==> config.mk <==
export PLATFORM = sky130hd
export DESIGN_NAME = timed_adc_reader
export DESIGN_NICKNAME = d
export VERILOG_FILES = /design/src/rtl/timed_adc_reader.sv
export SDC_FILE = /design/constraint.sdc
export NUM_CORES = 1
export LEC_CHECK = 0
export ABC_AREA = 1
export CORE_MARGIN = 1
export CORE_UTILIZATION = 51
export CTS_CLUSTER_SIZE = 8
export DETAILED_ROUTE_END_ITERATION = 7
export HOLD_SLACK_MARGIN = 0.05
export PLACE_DENSITY = 0.78
export SYNTH_ARGS = -nofsm -noshare
export SYNTH_HDL_FRONTEND = slang
export SYNTH_SLANG_ARGS = --single-unit
==> constraint.sdc <==
create_clock -name clk -period 2.1 [get_ports clk]
set_input_delay 0.21 -clock clk [delete_from_list [all_inputs] [get_ports clk]]
set_output_delay 0.21 -clock clk [all_outputs]
set_load 0.02 [all_outputs]
==> src/rtl/timed_adc_reader.sv <==
module timed_adc_reader #(
  parameter int CLK_FREQ_HZ = 50_000_000,
  parameter int NCH         = 3,
  parameter int CONV_NS     = 550,
  parameter int PHASE_NS    = 20,
  parameter int CHW         = (NCH > 1) ? $clog2(NCH) : 1
) (
  input  logic             clk,
  input  logic             rst_n,
  input  logic             start,
  input  logic [CHW-1:0]   chan,
  input  logic [5:0]       width,
  output logic             busy,
  output logic             done,
  output logic             err,
  output logic [31:0]      result,
  output logic [NCH-1:0]   adc_conv,
  output logic [NCH-1:0]   adc_sck,
  input  logic [NCH-1:0]   adc_sdo
);
  localparam longint NS_PER_S = 64'd1_000_000_000;
  localparam longint CONV_RAW = (longint'(CONV_NS) * CLK_FREQ_HZ + NS_PER_S - 1) / NS_PER_S;
  localparam longint PH_RAW   = (longint'(PHASE_NS) * CLK_FREQ_HZ + NS_PER_S - 1) / NS_PER_S;
  localparam int CONV_CYC = (CONV_RAW < 1) ? 1 : int'(CONV_RAW);
  localparam int PH_CYC   = (PH_RAW < 1) ? 1 : int'(PH_RAW);
  localparam int LOW_CYC  = PH_CYC + 2;
  localparam int HIGH_CYC = PH_CYC;
  localparam int CW       = $clog2(CONV_CYC + LOW_CYC + 1);

  typedef enum logic [1:0] {S_IDLE, S_CONV, S_LOW, S_HIGH} st_t;

  st_t            st;
  logic [CHW-1:0] ch_q;
  logic [5:0]     wid_q, nbit;
  logic [CW-1:0]  cnt;
  logic [31:0]    acc;
  logic [1:0]     sync;
  logic           conv_q, sck_q, sel_sdo;

  wire req_ok   = (int'(chan) < NCH) && (width != 6'd0) && (width <= 6'd32);
  wire cnt_zero = (cnt == '0);
  wire last_bit = (nbit == wid_q - 6'd1);
  wire [31:0] ext_mask = 32'hFFFF_FFFF << wid_q;
  wire [31:0] ext_val  = acc[wid_q[4:0] - 5'd1] ? (acc | ext_mask) : acc;

  always_comb begin
    sel_sdo = 1'b0;
    for (int i = 0; i < NCH; i++)
      if (ch_q == CHW'(i)) sel_sdo = adc_sdo[i];
  end

  for (genvar g = 0; g < NCH; g++) begin : g_pins
    assign adc_conv[g] = conv_q && (ch_q == CHW'(g));
    assign adc_sck[g]  = sck_q  && (ch_q == CHW'(g));
  end

  assign busy = (st != S_IDLE);

  always_ff @(posedge clk) begin
    if (!rst_n) sync <= '0;
    else        sync <= {sync[0], sel_sdo};
  end

  always_ff @(posedge clk) begin
    if (!rst_n) begin
      st     <= S_IDLE;
      ch_q   <= '0;
      wid_q  <= '0;
      nbit   <= '0;
      cnt    <= '0;
      acc    <= '0;
      conv_q <= 1'b0;
      sck_q  <= 1'b0;
      done   <= 1'b0;
      err    <= 1'b0;
      result <= '0;
    end else begin
      done <= 1'b0;
      err  <= 1'b0;
      case (st)
        S_IDLE: begin
          sck_q <= 1'b0;
          if (start) begin
            if (req_ok) begin
              ch_q   <= chan;
              wid_q  <= width;
              acc    <= '0;
              nbit   <= '0;
              conv_q <= 1'b1;
              cnt    <= CW'(CONV_CYC - 1);
              st     <= S_CONV;
            end else begin
              err <= 1'b1;
            end
          end
        end
        S_CONV: begin
          if (cnt_zero) begin
            conv_q <= 1'b0;
            cnt    <= CW'(LOW_CYC - 1);
            st     <= S_LOW;
          end else begin
            cnt <= cnt - 1'b1;
          end
        end
        S_LOW: begin
          if (cnt_zero) begin
            acc   <= {acc[30:0], sync[1]};
            sck_q <= 1'b1;
            cnt   <= CW'(HIGH_CYC - 1);
            st    <= S_HIGH;
          end else begin
            cnt <= cnt - 1'b1;
          end
        end
        S_HIGH: begin
          if (cnt_zero) begin
            sck_q <= 1'b0;
            if (last_bit) begin
              result <= ext_val;
              done   <= 1'b1;
              st     <= S_IDLE;
            end else begin
              nbit <= nbit + 6'd1;
              cnt  <= CW'(LOW_CYC - 1);
              st   <= S_LOW;
            end
          end else begin
            cnt <= cnt - 1'b1;
          end
        end
        default: st <= S_IDLE;
      endcase
    end
  end
endmodule

==> summary.md, run 1 <==
| Metric | Value |
|---|---|
| Status | `completed` |
| Clock Latency Late Sink | `0.37 ns` |
| Max cap viols | `0` |
| Ratio of cells with drive above 1 in the final layout | `0.104` |
| Static Leak | `2.77 nW` |
| Pre-CTS WS | `0.0161 ns` |
| Setup Skew | `0.0122 ns` |
| Count of different cell masters after synthesis | `27` |
| Fin. max-slew vios | `0` |
| Int Power | `0.00378 W` |
| Area added between synthesis and finish | `24.4%` |
| Worst Slack Setup Final | `0.0871 ns` |
| Reg2Reg Depth | `13` |
| Via count | `5154` |
| Final Setup Violations | `0` |
| Global-route wire length before repair | `21300 um` |
| Core ar. | `9280 sq um` |
| Post-Syn Area per Cell | `6.13 sq um` |
| Crit end category | `flop` |
| GR Util met3 | `0.0362` |
| Mapped Nets | `820` |
| # fillers | `810` |
| Syn Inst Count | `801` |
| M1 GR Usage | `0.360` |
| Relative slew slack | `0.658` |
| Most common cell after layout, fill and taps aside | `nand2_1` |
| Routability congestion estimate | `0.882` |
| WHS | `0.358 ns` |
| Clk slew on worst S/H paths | `0.10 ns` |
| Switching part of the total | `0.448` |
| Clk sinks | `91` |
| TritonRoute pass-1 iters | `5` |
| Most Crowded Layer GR | `met2` |
| Antenna violations before repair | `0` |
| Yosys Warn Count | `0` |
| Worst path arrival time | `2.27 ns` |
| Reg-to-reg slack, setup | `0.09 ns` |
| Detail Route Antenna Nets | `0` |
| Chip height | `100 um` |
| CTS Buffer Depth | `2` |
| Worst EP required | `2.36 ns` |
| Ant diodes | `0` |
| Most frequent cells in the layout | `nand2_1, nor2_1, nand3_1, dfxtp_1, inv_1` |
| Critical R2R Launch | `wid_q[1]` |
| Area leader, netlist | `dfxtp_1` |
| Gr ovfl total | `0` |
| Worst setup path category | `reg2reg` |
| Min-delay src | `rst_n` |
| Hold EP | `acc[25]` |
| Root Driver | `clkbuf_8` |
| Tot Pwr | `0.00684 W` |
| Synthesized area | `4910 sq um` |
| Vias in the first global route | `4553` |
| Hold buffers post-CTS | `0` |
| Die ar. | `10000 sq um` |
| FP Rows | `35` |
| Power per Cell Area | `1120 nW/um^2` |
| Synth top area share | `0.371` |
| Worst min path class | `in2reg` |
| Layout Nets | `880` |
| 1st-iter DRT viols | `408` |
| TritonCTS clock tree | `yes` |
| Clock share of power | `0.180` |
| Port buffer count | `54` |
| FF-to-FF End | `result[4]` |
| Peak Freq | `0.497 GHz` |
| Io pins | `55` |
| Tmin final | `2.01 ns` |
| Sequential share of power | `0.345` |
| Logic pwr share | `0.474` |
| Tcrit/Tclk final | `0.959` |
| Max VDD drop | `0.782 mV` |
| Worst-Margin Slew | `0.513 ns` |
| Htree depth | `3` |
| Post-synthesis sequential area ratio | `0.371` |
| Largest net degree at the start of global routing | `44` |
| NetSw | `0.00306 W` |
| Post-synthesis sequential element count | `91` |
| Drt total wl | `13100 um` |
| Multi-input gate area | `2640 sq um` |
| Final Core Density | `0.658` |
| M2 GR Usage | `0.435` |
| Remaining DRCs | `0` |
| WL/cell | `13.2 um` |
| Final hold vios | `0` |
| Initial Util | `0.529` |
| Synth area leaders | `dfxtp_1, nand2_1, nor2_1, nand3_1, a21oi_1` |
| GRT Total Usage | `0.265` |
| DP Area | `5630 sq um` |
| Worst setup SP type | `flop` |
| Hold Path Stages | `4` |
| Detailed placement HPWL | `8840 um` |
| Worst Path Max Fanout | `18` |
| Total CTS buffers | `9` |
| Post-layout instance area | `6110 sq um` |
| Routed vias/inst | `5.18` |
| Sequential standard cell area | `1830 sq um` |
| Die W | `100 um` |
## worst max-delay path: stages, from the launching register on
cell and delay [ns]:
dfxtp_2 0.34, inv_1 0.07, ha_4 0.30, nand2_1 0.05, nand2_1 0.05, nand3_1 0.06
nor2_1 0.09, nand2_1 0.10, nor2_4 0.20, nand3_4 0.10, buf_12 0.17, buf_8 0.15
nor2_1 0.13, a21oi_2 0.07
## layer usage
layer / share of wire / vias up
met5: 0 / -
met4: 0.017 / 0
met3: 0.071 / 22
met2: 0.48 / 199
met1: 0.43 / 2340
li1: - / 2593
## power by group through the flow
| stage | clock, W | combinational [W] | sequential (W) |
|---|---|---|---|
| floorplan | 0 | 0.00227 | 0.00230 |
| global placement | 0 | 0.00299 | 0.00238 |
| detailed placement | 0 | 0.00307 | 0.00239 |
| CTS | 0.00124 | 0.00310 | 0.00235 |
| global route | 0.00133 | 0.00367 | 0.00241 |
| finish | 0.00123 | 0.00325 | 0.00236 |
## through the flow
stage | setup TNS, ns | instances
2_1_floorplan | 0 | 801
3_3_place_gp | 0 | 970
3_5_place_dp | 0 | 970
4_1_cts | 0 | 986
5_1_grt | -0.355 | 995
6_report | 0 | 995
## cell type report
class	count	area share
multi-input cells	592	0.432
clock buffers	9	0.0203
clock inverters	7	0.0125
repair buffers	91	0.162
well taps	129	0.0264
inverters	76	0.0475
flip-flops and latches	91	0.299
## worst max-delay path by stage
stage | start | to | slack (ns) | cells after the start
after global routing | wid_q[1] | result[8] | -0.05 | 14
after floorplan | wid_q[0] | result[15] | 0.04 | 18
after CTS | wid_q[1] | result[24] | 0.003 | 13
after global placement | wid_q[2] | result[26] | 0.08 | 11
after detailed placement | width[0] | acc[7] | 0.02 | 12
final | wid_q[1] | result[4] | 0.09 | 13
## registers in the layout, indices dropped and copies added, names as in the netlist
| signal | flops |
|---|---|
| acc | 32 |
| ch_q | 2 |
| cnt | 5 |
| conv_q | 1 |
| done | 1 |
| err | 1 |
| nbit | 6 |
| result | 32 |
| sck_q | 1 |
| st | 2 |
| sync | 2 |
| wid_q | 6 |
## synthesized netlist by cell type, drive strengths merged
master / number
a2111oi: 1
a21oi: 54
xor2: 4
nor2: 142
xnor2: 1
clkinv: 2
o21ai: 17
nor3b: 2
clkbuf: 15
or2: 4
nand3: 89
dfxtp: 91
buf: 28
nand3b: 2
ha: 5
nor4: 1
inv: 74
nand2: 269
## cells by family (layout without fill, tap and decap cells)
| kind of cell | Yosys count | after routing | synth area share |
|---|---|---|---|
| simple gates | 509 | 510 | 0.424 |
| buf+inv | 119 | 183 | 0.109 |
| flops | 91 | 91 | 0.371 |
| compound gates | 72 | 72 | 0.0742 |
| fa+ha+maj | 5 | 5 | 0.0127 |
| xor+xnor | 5 | 5 | 0.00892 |
## what timing repair did
item,CTS,global route
setup endpoints to repair,0,38
buffers inserted,0,3
resized for setup,0,30
(Power assumes the default switching activity.)
==> run 2: changes to the inputs <==
--- a/config.mk
+++ b/config.mk
@@ -6,8 +6,10 @@
 export NUM_CORES = 1
 export LEC_CHECK = 0
 export ABC_AREA = 1
+export CORE_ASPECT_RATIO = 1.2
 export CORE_MARGIN = 1
 export CORE_UTILIZATION = 51
+export CTS_CLUSTER_DIAMETER = 200
 export CTS_CLUSTER_SIZE = 8
 export DETAILED_ROUTE_END_ITERATION = 7
 export HOLD_SLACK_MARGIN = 0.05
==> run 2 against run 1 <==
Compared with the run above: register-to-register slack hardly changed; die area hardly changed; power is 2.2% higher; hold slack worse by 0.031 ns; largest cell class unchanged.
==> summary.md, run 2 (same netlist as run 1, synthesis figures left out) <==
| Metric | Value |
|---|---|
| Area added between synthesis and finish | `20.9% (was 24.4%)` |
| Worst path arrival time | `2.31 ns (was 2.27 ns)` |
| Gr ovfl total | `0 (unchanged)` |
| Final hold vios | `0 (unchanged)` |
| CP delay by family, top | `simple AND/OR/NAND/NOR gates (unchanged)` |
| Global-route wire length before repair | `20100 um (was 21300 um)` |
| Chip height | `109 um (was 100 um)` |
| Critical Path Sink | `result[8] (was result[4])` |
| Routed vias/inst | `5.25 (was 5.18)` |
| Port buffer count | `54 (unchanged)` |
| Hold buffers post-CTS | `0 (unchanged)` |
| Core ar. | `9180 sq um (was 9280 sq um)` |
| Status | `completed (unchanged)` |
| GRT Total Usage | `0.253 (was 0.265)` |
| Clk sinks | `91 (unchanged)` |
| Crit end category | `flop (unchanged)` |
| Worst path slowest cell | `dfxtp_2 (unchanged)` |
| CP max stage delay | `0.33 ns (was 0.34 ns)` |
| Worst Slack Setup Final | `0.0908 ns (was 0.0871 ns)` |
| Final Core Density | `0.647 (was 0.658)` |
| Buf/Inv on CP | `4 (was 3)` |
| Most common cell after layout, fill and taps aside | `nand2_1 (unchanged)` |
| Worst EP required | `2.40 ns (was 2.36 ns)` |
| Tcrit/Tclk final | `0.957 (was 0.959)` |
| Drt total wl | `12900 um (was 13100 um)` |
| Largest registers | `acc (32), result (32) (unchanged)` |
| Die ar. | `10000 sq um (about the same)` |
| Static Leak | `2.71 nW (was 2.77 nW)` |
| Layout Nets | `873 (was 880)` |
| NetSw | `0.00303 W (was 0.00306 W)` |
| Int Power | `0.00396 W (was 0.00378 W)` |
| Crit path depth | `12 (was 13)` |
| FP Rows | `38 (was 35)` |
| Critical R2R Launch | `wid_q[1] (unchanged)` |
| Total Neg Setup Slack | `0 ns (unchanged)` |
| Switching part of the total | `0.434 (was 0.448)` |
| Total CTS buffers | `9 (unchanged)` |
| Ratio of cells with drive above 1 in the final layout | `0.0827 (was 0.104)` |
| Detail Route Antenna Nets | `0 (unchanged)` |
| Met2 wire len | `6410 um (was 6290 um)` |
| Fin. max-slew vios | `0 (unchanged)` |
| Clk slew on worst S/H paths | `0.08 ns (was 0.10 ns)` |
| FF-to-FF End | `result[8] (was result[4])` |
| Logic pwr share | `0.494 (was 0.474)` |
| Antenna violations before repair | `0 (unchanged)` |
| WHS | `0.327 ns (was 0.358 ns)` |
| WL/cell | `13.2 um (about the same)` |
| Relative slew slack | `0.681 (was 0.658)` |
| Ant diodes | `0 (unchanged)` |
| Root Driver | `clkbuf_8 (unchanged)` |
| Met3 WL | `790 um (was 938 um)` |
| Reg-to-reg slack, setup | `0.09 ns (about the same)` |
| Htree depth | `3 (unchanged)` |
| Pre-CTS WS | `-0.0308 ns (was 0.0161 ns)` |
| Most frequent cells in the layout | `nand2_1, nor2_1, dfxtp_1 (was nand2_1, nor2_1, nand3_1, dfxtp_1, inv_1)` |
| TritonCTS clock tree | `yes (unchanged)` |
| Routability congestion estimate | `0.906 (was 0.882)` |
| Tmin final | `2.01 ns (about the same)` |
| Worst path most repeated cell | `nand3_1 (was nand2_1)` |
| Remaining DRCs | `0 (unchanged)` |
| Peak Freq | `0.498 GHz (was 0.497 GHz)` |
| Max cap viols | `0 (unchanged)` |
| CP Cell Sequence | `inv_1, ha_4, clkinv_4, buf_4, nand3_1, nand3_1, nand3_1, nand3b_1, nand2_4, clkbuf_16, nand3_1, a21oi_1 (was inv_1, ha_4, nand2_1, nand2_1, nand3_1, nor2_1, nand2_1, nor2_4, nand3_4, buf_12, buf_8, nor2_1, a21oi_2)` |
| # fillers | `844 (was 810)` |
| CTS Buffer Depth | `2 (unchanged)` |
| Largest net degree at the start of global routing | `66 (was 44)` |
| Final Setup Violations | `0 (unchanged)` |
| Vias in the first global route | `4549 (was 4553)` |
| Worst Path Max Fanout | `16 (was 18)` |
| TritonRoute pass-1 iters | `5 (unchanged)` |
| Detailed placement HPWL | `8930 um (was 8840 um)` |
| 1st-iter DRT viols | `339 (was 408)` |
| Reg2Reg Depth | `12 (was 13)` |
| WL met1 | `5230 um (was 5690 um)` |
| Initial Util | `0.535 (was 0.529)` |
| Worst setup path category | `reg2reg (unchanged)` |
| DR top layer | `met4 (unchanged)` |
| Max VDD drop | `0.878 mV (was 0.782 mV)` |
| Clock Latency Late Sink | `0.36 ns (was 0.37 ns)` |
| Worst setup SP type | `flop (unchanged)` |
| Power per Cell Area | `1180 nW/um^2 (was 1120 nW/um^2)` |
| Via count | `5140 (was 5154)` |
| Clock share of power | `0.169 (was 0.180)` |
| Sequential share of power | `0.337 (was 0.345)` |
| CP Launch Point | `wid_q[1] (unchanged)` |
| Worst min path class | `in2reg (unchanged)` |
| Tot Pwr | `0.00699 W (was 0.00684 W)` |
| Worst-Margin Slew | `0.476 ns (was 0.513 ns)` |
| Io pins | `55 (unchanged)` |
| Setup Skew | `0.00691 ns (was 0.0122 ns)` |
| Die W | `91.6 um (was 100 um)` |
==> run 2: layer usage <==
metal / GRT usage / up-vias
met4: 0.134 / 0
met3: 0.0519 / 36
met2: 0.452 / 185
met1: 0.284 / 2337
li1: - / 2582
met5: 0 / -
==> run 2: repair_timing <==
item                                    in CTS  in global routing
setup buffers                                0                  3
endpoints found under the setup margin       0                 44
gates resized for setup                      0                 13
==> run 2: power by group through the flow <==
| stage | Combinational [W] | Sequential (W) | Clock [W] |
|---|---|---|---|
| 6_report | 0.00345 | 0.00236 | 0.00118 |
| 5_1_grt | 0.00384 | 0.00240 | 0.00126 |
| 4_1_cts | 0.00304 | 0.00235 | 0.00120 |
| 3_5_place_dp | 0.00303 | 0.00239 | 0 |
| 3_3_place_gp | 0.00293 | 0.00238 | 0 |
| 2_1_floorplan | 0.00227 | 0.00230 | 0 |
==> run 2: worst min-delay path, delay by kind of cell <==
kind          cells  cell delay [ns]
buf+inv           2             0.30
simple gates      1             0.15
==> run 2: final cells by class <==
cell class,instances,area [sq um],area share
clock buffer,14,153,0.0257
inverter,76,290,0.0489
timing repair buffer,85,871,0.147
clock inverter,2,35.0,0.00590
multi-input combinational,591,2610,0.440
tap,120,150,0.0253
sequential,91,1820,0.307
==> run 2: worst min-delay path by stage <==
| stage | start | endpoint | slack, ns | cells after the start |
|---|---|---|---|---|
| floorplan | start | err | 0.35 | 2 |
| global placement | sync[0] | sync[1] | 0.39 | 2 |
| detailed placement | sync[0] | sync[1] | 0.41 | 2 |
| CTS | rst_n | st[0] | 0.32 | 3 |
| global route | rst_n | done | 0.37 | 3 |
| finish | rst_n | done | 0.33 | 3 |
==> run 2: metrics by stage <==
step / area, sq um / std cells
2_1_floorplan: 4950 / 801
3_3_place_gp: 5610 / 957
3_5_place_dp: 5610 / 957
4_1_cts: 5800 / 973
5_1_grt: 5930 / 979
6_report: 5930 / 979
==> run 3: changes to the inputs <==
--- a/config.mk
+++ b/config.mk
@@ -13,7 +13,7 @@
 export CTS_CLUSTER_SIZE = 8
 export DETAILED_ROUTE_END_ITERATION = 7
 export HOLD_SLACK_MARGIN = 0.05
-export PLACE_DENSITY = 0.78
+export PLACE_DENSITY = 0.84
 export SYNTH_ARGS = -nofsm -noshare
 export SYNTH_HDL_FRONTEND = slang
 export SYNTH_SLANG_ARGS = --single-unit
==> run 3 against run 2 <==
Compared with the run above: setup slack got worse by 0.067 ns; non-clock buffer count rose by 8; clock skew rose by 0.0070 ns; hold slack got worse by 0.21 ns; power barely moved; critical path depth rose by 2; first-iteration DRC count rose by 47%; core utilization rose by 1.6 points; critical path type unchanged.
==> summary.md, run 3 (same netlist as run 1, synthesis figures left out) <==
| Metric | Value |
|---|---|
| Status | `completed (unchanged)` |
| Clk sinks | `91 (unchanged)` |
| Drt total wl | `12900 um (about the same)` |
| TritonRoute pass-1 iters | `5 (unchanged)` |
| CP Cell Sequence | `inv_2, buf_4, nand2_1, nand2_1, nand3_1, nor2_1, nand2_1, nor2_4, nand3_4, buf_12, buf_12, nand2_1, nand2_1, a21oi_1 (was inv_1, ha_4, clkinv_4, buf_4, nand3_1, nand3_1, nand3_1, nand3b_1, nand2_4, clkbuf_16, nand3_1, a21oi_1)` |
| Worst setup SP type | `flop (unchanged)` |
| GRT Total Usage | `0.251 (was 0.253)` |
| Multi-input gate area | `2610 sq um (unchanged)` |
| Detailed placement HPWL | `8370 um (was 8930 um)` |
| CP max stage delay | `0.34 ns (was 0.33 ns)` |
| Gr ovfl total | `0 (unchanged)` |
| Worst setup path category | `reg2reg (unchanged)` |
| Static Leak | `2.79 nW (was 2.71 nW)` |
| CTS Buffer Depth | `2 (unchanged)` |
| Die W | `91.6 um (unchanged)` |
| Die ar. | `10000 sq um (unchanged)` |
| Worst path arrival time | `2.38 ns (was 2.31 ns)` |
| Setup Skew | `0.0140 ns (was 0.00691 ns)` |
| 1st-iter DRT viols | `497 (was 339)` |
| Power per Cell Area | `1150 nW/um^2 (was 1180 nW/um^2)` |
| Port buffer count | `54 (unchanged)` |
| Vias in the first global route | `4330 (was 4549)` |
| Most frequent cells in the layout | `nand2_1, nor2_1, dfxtp_1 (unchanged)` |
| Buf/Inv on CP | `4 (unchanged)` |
| Ant diodes | `0 (unchanged)` |
| Reg-to-reg slack, setup | `0.02 ns (was 0.09 ns)` |
| Layout Nets | `883 (was 873)` |
| TritonCTS clock tree | `yes (unchanged)` |
| Core ar. | `9180 sq um (unchanged)` |
| Largest net degree at the start of global routing | `49 (was 66)` |
| Chip height | `109 um (unchanged)` |
| # fillers | `784 (was 844)` |
| Routability congestion estimate | `0.925 (was 0.906)` |
| Routed vias/inst | `5.18 (was 5.25)` |
| FF-to-FF End | `result[8] (unchanged)` |
| Placed Cells | `962 (was 957)` |
| Total Neg Setup Slack | `0 ns (unchanged)` |
| CP delay by family, top | `simple AND/OR/NAND/NOR gates (unchanged)` |
| Final hold vios | `0 (unchanged)` |
| Root Driver | `clkbuf_8 (unchanged)` |
| Sequential standard cell area | `1820 sq um (about the same)` |
| Max cap viols | `0 (unchanged)` |
| Ratio of cells with drive above 1 in the final layout | `0.0909 (was 0.0827)` |
| Hold buffers post-CTS | `0 (unchanged)` |
| Reg2Reg Depth | `14 (was 12)` |
| Relative slew slack | `0.666 (was 0.681)` |
| Max VDD drop | `0.838 mV (was 0.878 mV)` |
| Io pins | `55 (unchanged)` |
| Global-route wire length before repair | `20000 um (was 20100 um)` |
| Initial Util | `0.535 (unchanged)` |
| Most common cell after layout, fill and taps aside | `nand2_1 (unchanged)` |
| WL/cell | `13.1 um (was 13.2 um)` |
| Worst path slowest cell | `dfxtp_2 (unchanged)` |
| CP Launch Point | `wid_q[0] (was wid_q[1])` |
| Min-delay src | `rst_n (unchanged)` |
| Non-filler cells, final | `989 (was 979)` |
| Post-layout instance area | `6080 sq um (was 5930 sq um)` |
| Worst Slack Setup Final | `0.0235 ns (was 0.0908 ns)` |
| Crit end category | `flop (unchanged)` |
| Worst EP required | `2.40 ns (about the same)` |
| Total CTS buffers | `9 (unchanged)` |
| Worst-Margin Slew | `0.497 ns (was 0.476 ns)` |
| Final Setup Violations | `0 (unchanged)` |
| Tmin final | `2.08 ns (was 2.01 ns)` |
| Hold EP | `cnt[3] (was done)` |
| Peak Freq | `0.482 GHz (was 0.498 GHz)` |
| Worst Path Max Fanout | `15 (was 16)` |
| Worst min path class | `in2reg (unchanged)` |
| Largest registers | `acc (32), result (32) (unchanged)` |
| Clock Latency Late Sink | `0.38 ns (was 0.36 ns)` |
| Critical R2R Launch | `wid_q[0] (was wid_q[1])` |
| Via count | `5122 (was 5140)` |
| Tcrit/Tclk final | `0.989 (was 0.957)` |
| Remaining DRCs | `0 (unchanged)` |
| Pre-CTS WS | `0.00656 ns (was -0.0308 ns)` |
| Worst path most repeated cell | `nand2_1 (was nand3_1)` |
| Antenna violations before repair | `0 (unchanged)` |
| Area added between synthesis and finish | `23.9% (was 20.9%)` |
| Detail Route Antenna Nets | `0 (unchanged)` |
| WHS | `0.115 ns (was 0.327 ns)` |
| DP Area | `5630 sq um (was 5610 sq um)` |
| Fin. max-slew vios | `0 (unchanged)` |
| Hold Path Stages | `3 (unchanged)` |
| FP Rows | `38 (unchanged)` |
| Htree depth | `3 (unchanged)` |
| Clk slew on worst S/H paths | `0.09 ns (was 0.08 ns)` |
run 3: changes by cell type in the layout (fill, tap and decap cells not counted), moves of 2 or more:
cell / delta
buf_4: +5
nand2_1: +3
nand3_2: +2
clkbuf_1: -3
nand2_4: -2
bufinv_16: +2
run 3: per-stage QoR:
step	total power, W	util
floorplan	0.00458	-
global placement	0.00540	0.614
finish	0.00699	0.663
CTS	0.00691	0.640
global route	0.00749	0.663
detailed placement	0.00546	0.614
run 3: worst max-delay path by stage:
stage	to	cells after the start	slack [ns]
after global placement	acc[1]	12	0.05
after CTS	result[3]	13	0.06
final	result[8]	14	0.02
after floorplan	result[15]	18	0.04
after global routing	result[8]	14	-0.11
after detailed placement	acc[2]	12	0.007
run 3: worst min-delay path, delay by kind of cell:
family        cells  cell delay (ns)
simple gates      2             0.10
buf+inv           1             0.13
run 3: timing repair:
item / 4_1_cts / 5_1_grt
gates resized for setup: 0 / 9
endpoints found under the hold margin: 0 / 0
setup endpoints to repair: 0 / 32
buffers inserted: 0 / 4
run 3: cell type report:
cell class	instances	share of cell area
Clock buffer	11	0.0233
Clock inverter	5	0.0165
Inverter	76	0.0477
Multi-Input combinational cell	593	0.429
Sequential cell	91	0.300
Tap cell	120	0.0247
Timing Repair Buffer	93	0.159
run 3: per-layer routing:
layer  track usage  share of wire  vias to the layer above
li1              -              -                     2615
met4         0.122          0.028                        0
met5             0              0                        -
met1         0.312           0.42                     2301
met2         0.431           0.50                      173
met3        0.0353          0.053                       33
run 3: where the power goes:
group / switching [W] / internal [W] / total, W
clock network: 0.000631 / 0.000820 / 0.00145
logic: 0.00202 / 0.00114 / 0.00317
registers: 0.000324 / 0.00205 / 0.00237
total: 0.00298 / 0.00401 / 0.00699
